`src/rtl/msi_frame_pkg.sv`:
```
package msi_frame_pkg;

   typedef enum logic [1:0] {
      DEC_ABS  = 2'd0,
      DEC_REL  = 2'd1,
      DEC_ADDR = 2'd2
   } dec_mode_e;

   localparam int unsigned OFF_TYPE  = 32'h008;
   localparam int unsigned OFF_DOOR  = 32'h040;
   localparam int unsigned OFF_IDENT = 32'hFCC;

   localparam int unsigned SPI_LOW_LIMIT  = 32;
   localparam int unsigned SPI_HIGH_LIMIT = 1019;
   localparam int unsigned NUM_W          = 33;

endpackage

```
`src/rtl/msi_num_resolve.sv`:
```
module msi_num_resolve
   import msi_frame_pkg::*;
#(
   parameter dec_mode_e   MODE       = DEC_ABS,
   parameter int unsigned REL_OFFSET = 32,
   parameter int unsigned ADDR_W     = 13
) (
   input  logic              wr,
   input  logic [ADDR_W-1:0] addr,
   input  logic [31:0]       wdata,
   output logic              door,
   output logic [NUM_W-1:0]  num
);

   generate
      if (MODE == DEC_ADDR) begin : g_addr
         logic unused_addr_mode;
         assign unused_addr_mode = ^{wdata, addr[2:0]};
         assign door = wr;
         assign num  = NUM_W'(SPI_LOW_LIMIT) + NUM_W'(addr[ADDR_W-1:3]);
      end else if (MODE == DEC_REL) begin : g_rel
         assign door = wr && (addr == ADDR_W'(OFF_DOOR));
         assign num  = NUM_W'(wdata) + NUM_W'(REL_OFFSET);
      end else begin : g_abs
         assign door = wr && (addr == ADDR_W'(OFF_DOOR));
         assign num  = NUM_W'(wdata);
      end
   endgenerate

endmodule

```
`src/rtl/msi_pulse_bank.sv`:
```
module msi_pulse_bank
   import msi_frame_pkg::*;
#(
   parameter int unsigned BASE_SPI = 64,
   parameter int unsigned NUM_SPI  = 32
) (
   input  logic               clk,
   input  logic               rst_n,
   input  logic               door,
   input  logic [NUM_W-1:0]   num,
   input  logic               cfg_ok,
   output logic [NUM_SPI-1:0] pulse,
   output logic               err
);

   logic [NUM_W-1:0] rel;
   logic             in_range;
   logic             hit;

   assign rel      = num - NUM_W'(BASE_SPI);
   assign in_range = (num >= NUM_W'(BASE_SPI)) && (rel < NUM_W'(NUM_SPI));
   assign hit      = door && cfg_ok && in_range;

   generate
      for (genvar i = 0; i < NUM_SPI; i++) begin : g_line
         always_ff @(posedge clk or negedge rst_n) begin
            if (!rst_n) pulse[i] <= 1'b0;
            else        pulse[i] <= hit && (rel == NUM_W'(i));
         end
      end
   endgenerate

   always_ff @(posedge clk or negedge rst_n) begin
      if (!rst_n)             err <= 1'b0;
      else if (door && !hit)  err <= 1'b1;
   end

endmodule

```
`src/rtl/msi_reg_read.sv`:
```
module msi_reg_read
   import msi_frame_pkg::*;
#(
   parameter int unsigned BASE_SPI = 64,
   parameter int unsigned NUM_SPI  = 32,
   parameter logic [31:0] ID_VALUE = 32'h0A1B_0042,
   parameter int unsigned ADDR_W   = 13
) (
   input  logic              clk,
   input  logic              rst_n,
   input  logic              rd,
   input  logic [ADDR_W-1:0] addr,
   output logic [31:0]       rdata
);

   localparam logic [9:0]  BASE_F    = 10'(BASE_SPI);
   localparam logic [9:0]  NUM_F     = 10'(NUM_SPI);
   localparam logic [31:0] TYPE_WORD = {6'b0, BASE_F, 6'b0, NUM_F};

   logic [31:0] mux;

   always_comb begin
      mux = 32'd0;
      if (addr == ADDR_W'(OFF_TYPE))       mux = TYPE_WORD;
      else if (addr == ADDR_W'(OFF_IDENT)) mux = ID_VALUE;
   end

   always_ff @(posedge clk or negedge rst_n) begin
      if (!rst_n) rdata <= 32'd0;
      else        rdata <= rd ? mux : 32'd0;
   end

endmodule

```
`src/rtl/msi_doorbell_frame.sv`:
```
module msi_doorbell_frame
   import msi_frame_pkg::*;
#(
   parameter int unsigned BASE_SPI         = 64,
   parameter int unsigned NUM_SPI          = 32,
   parameter dec_mode_e   MODE             = DEC_ABS,
   parameter bit          OFFSET_FROM_BASE = 1'b1,
   parameter logic [31:0] ID_VALUE         = 32'h0A1B_0042,
   parameter int unsigned ADDR_W           = 13
) (
   input  logic               clk,
   input  logic               rst_n,
   input  logic               bus_wr,
   input  logic               bus_rd,
   input  logic [ADDR_W-1:0]  bus_addr,
   input  logic [31:0]        bus_wdata,
   output logic [31:0]        bus_rdata,
   output logic [NUM_SPI-1:0] spi_pulse,
   output logic               cfg_bad,
   output logic               drop_err
);

   localparam int unsigned REL_OFFSET = OFFSET_FROM_BASE ? BASE_SPI : SPI_LOW_LIMIT;
   localparam bit          CFG_BAD    = (BASE_SPI < SPI_LOW_LIMIT) ||
                                        (BASE_SPI + NUM_SPI > SPI_HIGH_LIMIT);

   generate
      if (NUM_SPI < 1) begin : g_chk_num
         $error("NUM_SPI must be at least 1");
      end
      if (BASE_SPI > 1023 || NUM_SPI > 1023) begin : g_chk_field
         $error("BASE_SPI and NUM_SPI must fit 10-bit type fields");
      end
      if (ADDR_W < 13) begin : g_chk_addr
         $error("ADDR_W must cover an 8 KiB frame");
      end
   endgenerate

   logic               door;
   logic [NUM_W-1:0]   num;

   assign cfg_bad = CFG_BAD;

   msi_num_resolve #(
      .MODE       (MODE),
      .REL_OFFSET (REL_OFFSET),
      .ADDR_W     (ADDR_W)
   ) u_resolve (
      .wr    (bus_wr),
      .addr  (bus_addr),
      .wdata (bus_wdata),
      .door  (door),
      .num   (num)
   );

   msi_pulse_bank #(
      .BASE_SPI (BASE_SPI),
      .NUM_SPI  (NUM_SPI)
   ) u_bank (
      .clk    (clk),
      .rst_n  (rst_n),
      .door   (door),
      .num    (num),
      .cfg_ok (!CFG_BAD),
      .pulse  (spi_pulse),
      .err    (drop_err)
   );

   msi_reg_read #(
      .BASE_SPI (BASE_SPI),
      .NUM_SPI  (NUM_SPI),
      .ID_VALUE (ID_VALUE),
      .ADDR_W   (ADDR_W)
   ) u_regs (
      .clk   (clk),
      .rst_n (rst_n),
      .rd    (bus_rd),
      .addr  (bus_addr),
      .rdata (bus_rdata)
   );

endmodule

```
`config.mk`:
```
export PLATFORM = sky130hd
export DESIGN_NAME = msi_doorbell_frame
export DESIGN_NICKNAME = d
export VERILOG_FILES = /design/src/rtl/msi_frame_pkg.sv /design/src/rtl/msi_num_resolve.sv /design/src/rtl/msi_pulse_bank.sv /design/src/rtl/msi_reg_read.sv /design/src/rtl/msi_doorbell_frame.sv
export SDC_FILE = /design/constraint.sdc
export NUM_CORES = 1
export LEC_CHECK = 0
export BUFFER_PORTS_ARGS = -buffer_cell sky130_fd_sc_hd__buf_2
export CAP_MARGIN = 40
export CORE_MARGIN = 2
export CORE_UTILIZATION = 39
export CTS_CLUSTER_SIZE = 16
export DETAILED_ROUTE_END_ITERATION = 12
export GPL_TIMING_DRIVEN = 0
export PLACE_DENSITY = 0.83
export REMOVE_ABC_BUFFERS = 1
export SLEW_MARGIN = 20
export SYNTH_ARGS = -nofsm -noshare
export SYNTH_HDL_FRONTEND = slang
export SYNTH_SLANG_ARGS = --single-unit
```
`constraint.sdc`:
```
create_clock -name clk -period 0.8 [get_ports clk]
set_clock_uncertainty 0.15 [all_clocks]
set_input_delay 0.16 -clock clk [delete_from_list [all_inputs] [get_ports clk]]
set_output_delay 0.16 -clock clk [all_outputs]
set_load 0.1 [all_outputs]
```
# Yosys cells after proc, flatten, opt, wreduce, memory -nomap -nowiden
# Cells that the tools add are included.
# Widths: inputs -> output; s select.
dict set report word_totals {
  input_bits 49
  ff_bits 65
  out_inout_bits 66
  elab_cells 112
}
dict set report op_classes {
  order_cmp 2
  muxes 3
  n_eq_ne 34
  n_reduce_logical 38
  add_sub_neg 1
}
# operator count
set ops {}
lappend ops {{$eq 33x5->1 const B} 16}
lappend ops {{$eq 33x4->1 const B} 8}
lappend ops {{$eq 33x3->1 const B} 4}
lappend ops {{$eq 33x2->1 const B} 2}
lappend ops {{$mux 28} 2}
lappend ops {{$logic_and 1x1->1} 36}
lappend ops {{$eq 33x1->1 const B} 1}
lappend ops {{$logic_not 33->1} 1}
lappend ops {{$lt 33x6->1 const B} 1}
lappend ops {{$sub 32x7->33 const B} 1}
lappend ops {{$ge 32x7->1 const B} 1}
lappend ops {{$mux 32} 1}
lappend ops {{$eq 13x12->1 const B} 1}
lappend ops {{$eq 13x4->1 const B} 1}
lappend ops {{$eq 13x7->1 const B} 1}
lappend ops {{$logic_not 1->1} 1}

# Logic depth before layout (Yosys ltp)
# Gate-level depths: netlist (run 1).
dict set report depth {
  word_depth 6
  depth_mapped 9
  depth_no_buf 8
}

# By module
# Synthesis (run 1) repeated with hierarchy kept, for this count alone.
dict set report hier_totals {
  cells_unflattened 237
  area_unflattened_um2 2302.2
}
# module n_inst area_each_um2 cells_each seq_area_each_um2
set by_module_without_submodules {}
lappend by_module_without_submodules {msi_pulse_bank 1 1659.1 154 825.8}
lappend by_module_without_submodules {msi_reg_read 1 340.3 41 50.0}
lappend by_module_without_submodules {msi_num_resolve 1 287.8 39 0.0}
lappend by_module_without_submodules {msi_doorbell_frame 1 15.0 3 0.0}

# Worst setup path after synthesis (run 1)
# No wires, ideal clock.
dict set report synth_timing {
  path_type {input -> register}
  start {input bus_wdata[7]}
  end {register u_bank.pulse[20]}
  path_buffers 1
  arrival_time_ns 2.415
  slack_ns -1.852
  setup_time_ns 0.087
  t_required_ns 0.563
  path_stages 9
  cell_sequence {inv_1 -> ha_1 -> or4b_2 -> nor4_1 -> xor2_1 -> a2111oi_4 -> nand3b_2 -> buf_2 -> nor3_1}
}
dict set report synth_between {
  elab_chain_len 5
  elab_cells_between_ends 7
  classes_between {add/sub: 1; order compare: 2; eq/ne: 1; reduce/logical: 3}
}
# element line_no
set synth_lines {}
lappend synth_lines {{from (decl)} msi_doorbell_frame.sv:16} ;# input logic [31:0] bus_wdata,
lappend synth_lines {{$sub 32x7->33} msi_pulse_bank.sv:20} ;# assign rel = num - NUM_W'(BASE_SPI);
lappend synth_lines {{$lt 33x6->1} msi_pulse_bank.sv:21} ;# assign in_range = (num >= NUM_W'(BASE_SPI)) && (rel < NUM_W'(NUM_SPI));
lappend synth_lines {{$logic_and 1x1->1} msi_pulse_bank.sv:21}
lappend synth_lines {{$logic_and 1x1->1} msi_pulse_bank.sv:22} ;# assign hit = door && cfg_ok && in_range;
lappend synth_lines {{$logic_and 1x1->1 (*)} msi_pulse_bank.sv:28} ;# else pulse[i] <= hit && (rel == NUM_W'(i));
lappend synth_lines {{to (signal, indexed assignment)} msi_pulse_bank.sv:28}
lappend synth_lines {{to (decl)} msi_pulse_bank.sv:12} ;# output logic [NUM_SPI-1:0] pulse,
# Mark *: on every way between the ends. The rest lies on a longest branch, timed or not.
# A chain may end at the register's enable or synchronous reset.

# Final worst setup path (run 1)
dict set report layout_timing {
  start {input bus_wdata[17]}
  end {register u_bank.pulse[8]}
}
# The elaborated chain is that of the path after synthesis.

==> impl_results.md, run 1 <==
- CTS tree: done
- Worst r2r src: u_bank.err
- Routed vias: 2,120
- Worst hold path type: input port to async pin
- Tmin final: 2.39 ns
- Clk sinks: 35
- Post-route DRC: 0
- P&R area growth vs syn: 96.3%
- Peak Freq: 418 MHz
- Slew margin rel.: 65.5%
- Routed met2 length: 4180 um
- Final hold violation count: 37
- Finish-stage setup viols: 78
- Post-Route M1 WL: 2890 um
- Deepest clock path buffer count: 2
- CP max stage cell: or4_4
- Arrival time at the worst endpoint: 2.43 ns
- Antenna diode instance count: 0
- Mapped Area: 1970 um^2
- Reg2reg path depth: 1
- WL/cell: 20.9 um
- Type of the worst setup path: input port to flop
- Crit path required time: 0.84 ns
- Failing checks: negative hold slack, negative setup slack
- Setup TNS: -67.22 ns
- Htree depth: 2
- Total routed wirelength: 7950 um
- Placed insts: 341
- Iteration-0 DRC Markers: 207
- Metal3 WL: 657 um
- Main flop type after synthesis: dfrtp_1
- CP Cell Sequence: buf_8, or4_4, or3_4, o41ai_4, nor3b_4, buf_6, nand4b_1, nor3_2
- Asr flop ratio synth: 100%
- Seq/Total Area, Yosys: 44.4%
- CTS Buf Count: 5
- # rows: 25
- Die area: 5640 um^2
- CP Capture Type: flop
- Core ar.: 4790 um^2
- Initial antenna violation count: 0
- R2R Setup Slk: -0.07 ns
- Max-cap viol count: 0
- Die Width: 75.1 um
- Post-Layout Cell Count: 380
- Largest net degree at the start of global routing: 36
- Commonest non-fill, non-tap cell in the layout: buf_2
- GRT Total Usage: 23.6%
- Top Ports: 115
- Syn_area_per_cell: 10.1 um^2
- WP buf/inv: 2
- Yosys cell types: 44
- Layout Nets: 363
- Yosys reg bits: 35
- Worst-margin pin slew: 0.516 ns
- Post-DRT Antenna Nets: 0
- Clk root buf: clkbuf_8
- Top delay family on crit path: simple AND/OR/NAND/NOR gates
- Routability cong.: 0.790
- Tcrit/Tclk final: 299%
- RSZ-0062 raised after global routing: yes
- Post-Synthesis Cells: 195
- Global route overflow: 0
- Via density: 5.58
- Pwr Total: 4240 uW
- Max VDD drop: 0.721 mV
- Cell Pwr Density: 1090 nW/um^2
- First-pass GRT wire length: 9870 um
- Commonest cells after routing, fill and taps aside: buf_2, dfrtp_1, buf_12
- Final WS setup: -1.59 ns
- Max stage delay on crit path: 0.55 ns
- Initial Util: 41.2%
- R2R Path End: u_bank.err
- Port bufs: 91
- Min Hold Slack: -0.300 ns
- Die height: 75.1 um
- Post-DP HPWL: 3580 um
- Fraction of layout cells with a size suffix above 1: 63.6%
- Drt first pass iters: 4
- Highest metal used: met4
- Latest clock arrival within the worst-skew pair: 0.28 ns
- Pins Over Slew Limit: 0
- Status: complete, but fails checks
- Number of global-route vias before repair: 2,038
- Post-synth EDFFs: 0
- Ys Warns: 0
- Clock transition at path regs: 0.07 ns
- CP Launch Type: input port
- LEAKAGE: 0.00175 uW
- Maximum fanout along the worst path: 8
cell type report:
type	instances	area (um^2)
clock buffer	8	100
fill	234	916
inverter	4	17.5
multi-input combinational	144	1400
sequential	35	877
tap	67	83.8
timing repair buffer	122	1400
repair_timing:
item | in CTS | in global routing
pin swaps | 30 | 31
cloned | 4 | 0
resized for setup | 204 | 63
endpoints found under the setup margin | 78 | 79
endpoints found under the hold margin | 37 | 37
buffers inserted | 14 | 13
kinds of logic after synthesis:
kind of cell | after synthesis | synth area share, %
AND/OR/NAND/NOR | 95 | 30.3
buffers and inverters | 40 | 13.6
flip-flops | 35 | 44.4
AO/OA/AOI/OAI | 19 | 8.88
XOR/XNOR | 3 | 1.33
adder cells (fa/ha/maj) | 2 | 1.27
other | 1 | 0.190
power by group:
part	switching [uW]	leakage [uW]	internal [uW]	total, uW
Combinational	788	0.00121	248	1040
Sequential	0.319	0.000488	1770	1770
Clock	643	0.0000515	786	1430
worst max path at each step:
stage | from | endpoint | slack (ns) | depth (start not counted)
3_5_place_dp | bus_wdata[7] | u_bank.pulse[1] | -2.36 | 9
6_report | bus_wdata[17] | u_bank.pulse[8] | -1.59 | 8
5_1_grt | bus_wdata[17] | u_bank.pulse[30] | -1.66 | 8
2_1_floorplan | u_regs.rdata[25] | bus_rdata[16] | -4.56 | 0
4_1_cts | bus_wdata[17] | u_bank.pulse[16] | -1.39 | 8
3_3_place_gp | bus_wdata[7] | u_bank.pulse[23] | -2.25 | 9
state kept, by name, indices dropped and copies added, names as in the netlist:
signal	cells
u_bank.err	1
u_bank.pulse	32
u_regs.rdata	2
Yosys cell counts (2+ instances only):
cell	number	share of area, %
xor2_1	2	0.89
o21ai_0	2	0.51
or4b_2	3	1.5
or3_1	2	0.63
or4_1	3	1.1
buf_4	31	12
nand4b_1	4	1.8
nand4_1	7	2.2
nand2_1	3	0.57
nor3_1	40	10
nor2b_1	2	0.63
inv_1	4	0.76
nor4_1	5	1.6
or3_4	2	1.1
nor3_2	2	1.0
nor2_1	7	1.3
dfrtp_1	35	44
and2_1	3	0.95
buf_2	2	0.51
o31ai_1	3	1.1
o21bai_1	3	1.1
clkbuf_1	3	0.57
a31oi_1	2	0.63
ha_1	2	1.3
nand3_1	4	1.0
stage by stage:
step	worst slack, ns	hold slack [ns]	area [um^2]	utilization [%]
floorplan	-4.56	-0.286	1800	-
global placement	-2.25	0.0916	2340	48.9
detailed placement	-2.36	0.106	2350	49.2
CTS	-1.39	-0.198	3430	71.6
global route	-1.66	-0.257	3870	80.9
finish	-1.59	-0.300	3870	80.9
layer usage:
metal	global-route usage, %	vias up
li1	-	912
met1	24.3	1031
met2	45.3	154
met3	4.15	23
met4	11.9	0
met5	0	-
(Power assumes the default switching activity.)
==> run 2: changes to the inputs <==
--- a/config.mk
+++ b/config.mk
@@ -5,14 +5,15 @@
 export SDC_FILE = /design/constraint.sdc
 export NUM_CORES = 1
 export LEC_CHECK = 0
+export ABC_AREA = 1
 export BUFFER_PORTS_ARGS = -buffer_cell sky130_fd_sc_hd__buf_2
 export CAP_MARGIN = 40
 export CORE_MARGIN = 2
-export CORE_UTILIZATION = 39
+export CORE_UTILIZATION = 44
 export CTS_CLUSTER_SIZE = 16
 export DETAILED_ROUTE_END_ITERATION = 12
 export GPL_TIMING_DRIVEN = 0
-export PLACE_DENSITY = 0.83
+export PLACE_DENSITY = 0.84
 export REMOVE_ABC_BUFFERS = 1
 export SLEW_MARGIN = 20
 export SYNTH_ARGS = -nofsm -noshare
==> run 2 against run 1 <==
- the run still ends with negative hold slack, negative setup slack left
- count of clock-buffer cells in the layout decreased by 1
- flip-flop and latch count is the same
- cell count is 64% higher
- hold slack worse by 0.076 ns
- non-clock buffer count grew 9
- clock power is essentially flat
- sequential power about the same
- combinational power increased by 24%
- critical path depth is 5 higher
- first-iteration DRC count is 38% higher
- sequential share of layout area down 4.3 points
- routed wire length is 32% higher
- largest cell class unchanged
==> impl_results.md, run 2 <==
- Status: complete, but fails checks
- Failing checks: negative hold slack, negative setup slack
- Cell Pwr Density: 943 nW/um^2
- Drt first pass iters: 5
- Total routed wirelength: 10,500 um
- Port bufs: 91
- Routed vias: 3,406
- Die area: 7020 um^2
- Top Ports: 115
- Via density: 5.45
- Area occupied by registers: 880 um^2
- GR Util met1: 27.9%
- Reg power frac: 39.2%
- Synth Area in Compound Gates: 1.38%
- RSZ-0062 raised after global routing: yes
- Clk pwr share: 32.3%
- Tmin final: 1.89 ns
- # rows: 29
- WL/cell: 16.8 um
- Die Width: 83.8 um
- LEAKAGE: 0.00200 uW
- Asr flop ratio synth: 100%
- Fraction of layout cells with a size suffix above 1: 50.0%
- Combinational Power Share: 28.5%
- Clk root buf: clkbuf_8
- Worst r2r src: u_bank.err
- Final core occ: 76.7%
- Layout Nets: 598
- Max-cap viol count: 0
- First-pass GRT wire length: 14,600 um
- Slew margin rel.: 55.1%
- Post-DRT Antenna Nets: 0
- Ys Warns: 0
- Worst-margin pin slew: 0.672 ns
- Min Hold Slack: -0.376 ns
- Post-DP HPWL: 5020 um
- Routability cong.: 0.890
- Largest area contributor in the netlist: dfrtp_1
- Clock transition at path regs: 0.07 ns
- Number of global-route vias before repair: 3,202
- Reg2reg path depth: 3
- Iteration-0 DRC Markers: 285
- Commonest non-fill, non-tap cell in the layout: nand2_1
- Htree depth: 2
- Arrival time at the worst endpoint: 1.96 ns
- Die height: 83.8 um
- Latest clock arrival within the worst-skew pair: 0.29 ns
- Top Registers: u_bank.pulse x32, u_regs.rdata x2, u_bank.err x1
- Main flop type after synthesis: dfrtp_1
- Yosys reg bits: 35
- R2R Setup Slk: -0.09 ns
- Tcrit/Tclk final: 237%
- Synth top area share: 31.3%
- Core ar.: 6240 um^2
- DP Worst Slack: -1.88 ns
- Top post-synthesis cells by area: dfrtp_1, nor2_1, nand2_1, nand3_1, buf_4
- CP Capture Type: flop
- GRT Total Usage: 25.5%
- Max reg flops: 32
- Initial Util: 44.9%
- Largest family of logic cells by synthesized area: simple AND/OR/NAND/NOR gates
- Filler cell count: 394
- Deepest clock path buffer count: 2
- R2R Path End: u_bank.err
- Post-route DRC: 0
- Yosys cell types: 26
- Adder-Cell Fraction of Synth Area: 0.893%
- Final WS setup: -1.09 ns
- GR Layer Usage met2: 47.8%
- Initial antenna violation count: 0
- Synth Area in XOR/XNOR: 0.625%
- Seq/Total Area, Yosys: 31.3%
- CTS Buf Count: 5
- Post-Synthesis Cells: 425
- Maximum fanout along the worst path: 8
- Switching pwr: 1650 uW
- Simple-gate area share of the yosys netlist: 48.9%
- Commonest cells after routing, fill and taps aside: nand2_1, nor2_1, nor2_2
- Pins Over Slew Limit: 0
- Switching part of the total power: 36.5%
- Clk sinks: 35
- Area of the multi-input gates: 2090 um^2
- Largest Register: u_bank.pulse
- Worst hold path type: input port to async pin
- Layer carrying the most global-route usage: met2
- Finish-stage setup viols: 77
- Global route overflow: 0
- Pint: 2870 uW
- Largest net degree at the start of global routing: 36
- CTS tree: done
- Count leader, synth: nor2_1
- Met3 Use GR: 3.26%
- P&R area growth vs syn: 70.9%
- Post-synth EDFFs: 0
- Mapped Area: 2800 um^2
- CP Launch Type: input port
- Type of the worst setup path: input port to flop
- Final hold violation count: 37
- Crit path required time: 0.87 ns
- Max VDD drop: 1.35 mV
- Multiplexer area fraction after synthesis: 0%
- Most frequent cells after synthesis: nor2_1, nand2_1, nand3_1
- Peak Freq: 529 MHz
- Syn_area_per_cell: 6.59 um^2
- Pwr Total: 4510 uW
- Antenna diode instance count: 0
-- run 2: cell families after synthesis --
logic type / after synthesis
flops: 35
xor+xnor: 2
compound gates: 7
buf+inv: 79
other cells: 1
simple gates: 299
fa+ha+maj: 2
-- run 2: power groups by stage --
stage	logic [uW]	registers, uW	clock network [uW]
floorplan	709	1800	0
global placement	952	1800	0
detailed placement	972	1800	0
CTS	1160	1770	1460
global route	1360	1770	1560
finish	1290	1770	1460
-- run 2: per-layer routing --
layer / vias up / wire length, um
met4: 0 / 496
met3: 51 / 694
li1: 1525 / -
met1: 1619 / 3490
met5: - / 0
met2: 211 / 5790
-- run 2: critical path: stages --
cell     delay [ns]
buf_8          0.11
nor2_4         0.11
nand2_4        0.11
nor2_4         0.25
nand3_1        0.10
nand2_1        0.06
nand2_1        0.06
nor2_2         0.13
nand2_2        0.12
nor2_4         0.22
buf_6          0.14
nand3_4        0.18
nor2_2         0.19
-- run 2: repair_timing --
| action | CTS | global route |
|---|---|---|
| pin swaps | 52 | 39 |
| setup endpoints to repair | 78 | 78 |
| gates resized for setup | 215 | 117 |
| hold endpoints to repair | 37 | 37 |
| gates cloned | 5 | 1 |
| setup buffers | 35 | 4 |
-- run 2: through the flow --
stage / area (um^2) / setup TNS, ns / cells
4_1_cts: 4270 / -48.64 / 620
3_5_place_dp: 3100 / -76.91 / 572
5_1_grt: 4790 / -55.75 / 625
3_3_place_gp: 3100 / -73.08 / 572
6_report: 4790 / -52.31 / 625
2_1_floorplan: 2550 / -92.93 / 404
-- run 2: final cells by class --
class | count | area share (%)
Clock inverter | 1 | 0.157
Tap cell | 77 | 2.01
Multi-Input combinational cell | 337 | 43.6
Clock buffer | 7 | 2.01
Timing Repair inverter | 1 | 0.157
Inverter | 36 | 3.21
Timing Repair Buffer | 131 | 30.5
Sequential cell | 35 | 18.4
-- run 2: how the worst max path moves through the flow --
stage                startpoint               end  slack [ns]  cells past startpoint
5_1_grt           bus_wdata[12]   u_bank.pulse[2]       -1.18                     14
3_3_place_gp       bus_wdata[6]  u_bank.pulse[30]       -1.80                     14
3_5_place_dp       bus_wdata[6]  u_bank.pulse[15]       -1.88                     14
4_1_cts           bus_wdata[12]  u_bank.pulse[27]       -0.93                     13
6_report           bus_wdata[7]  u_bank.pulse[15]       -1.09                     13
2_1_floorplan  u_regs.rdata[25]     bus_rdata[16]       -4.56                      0
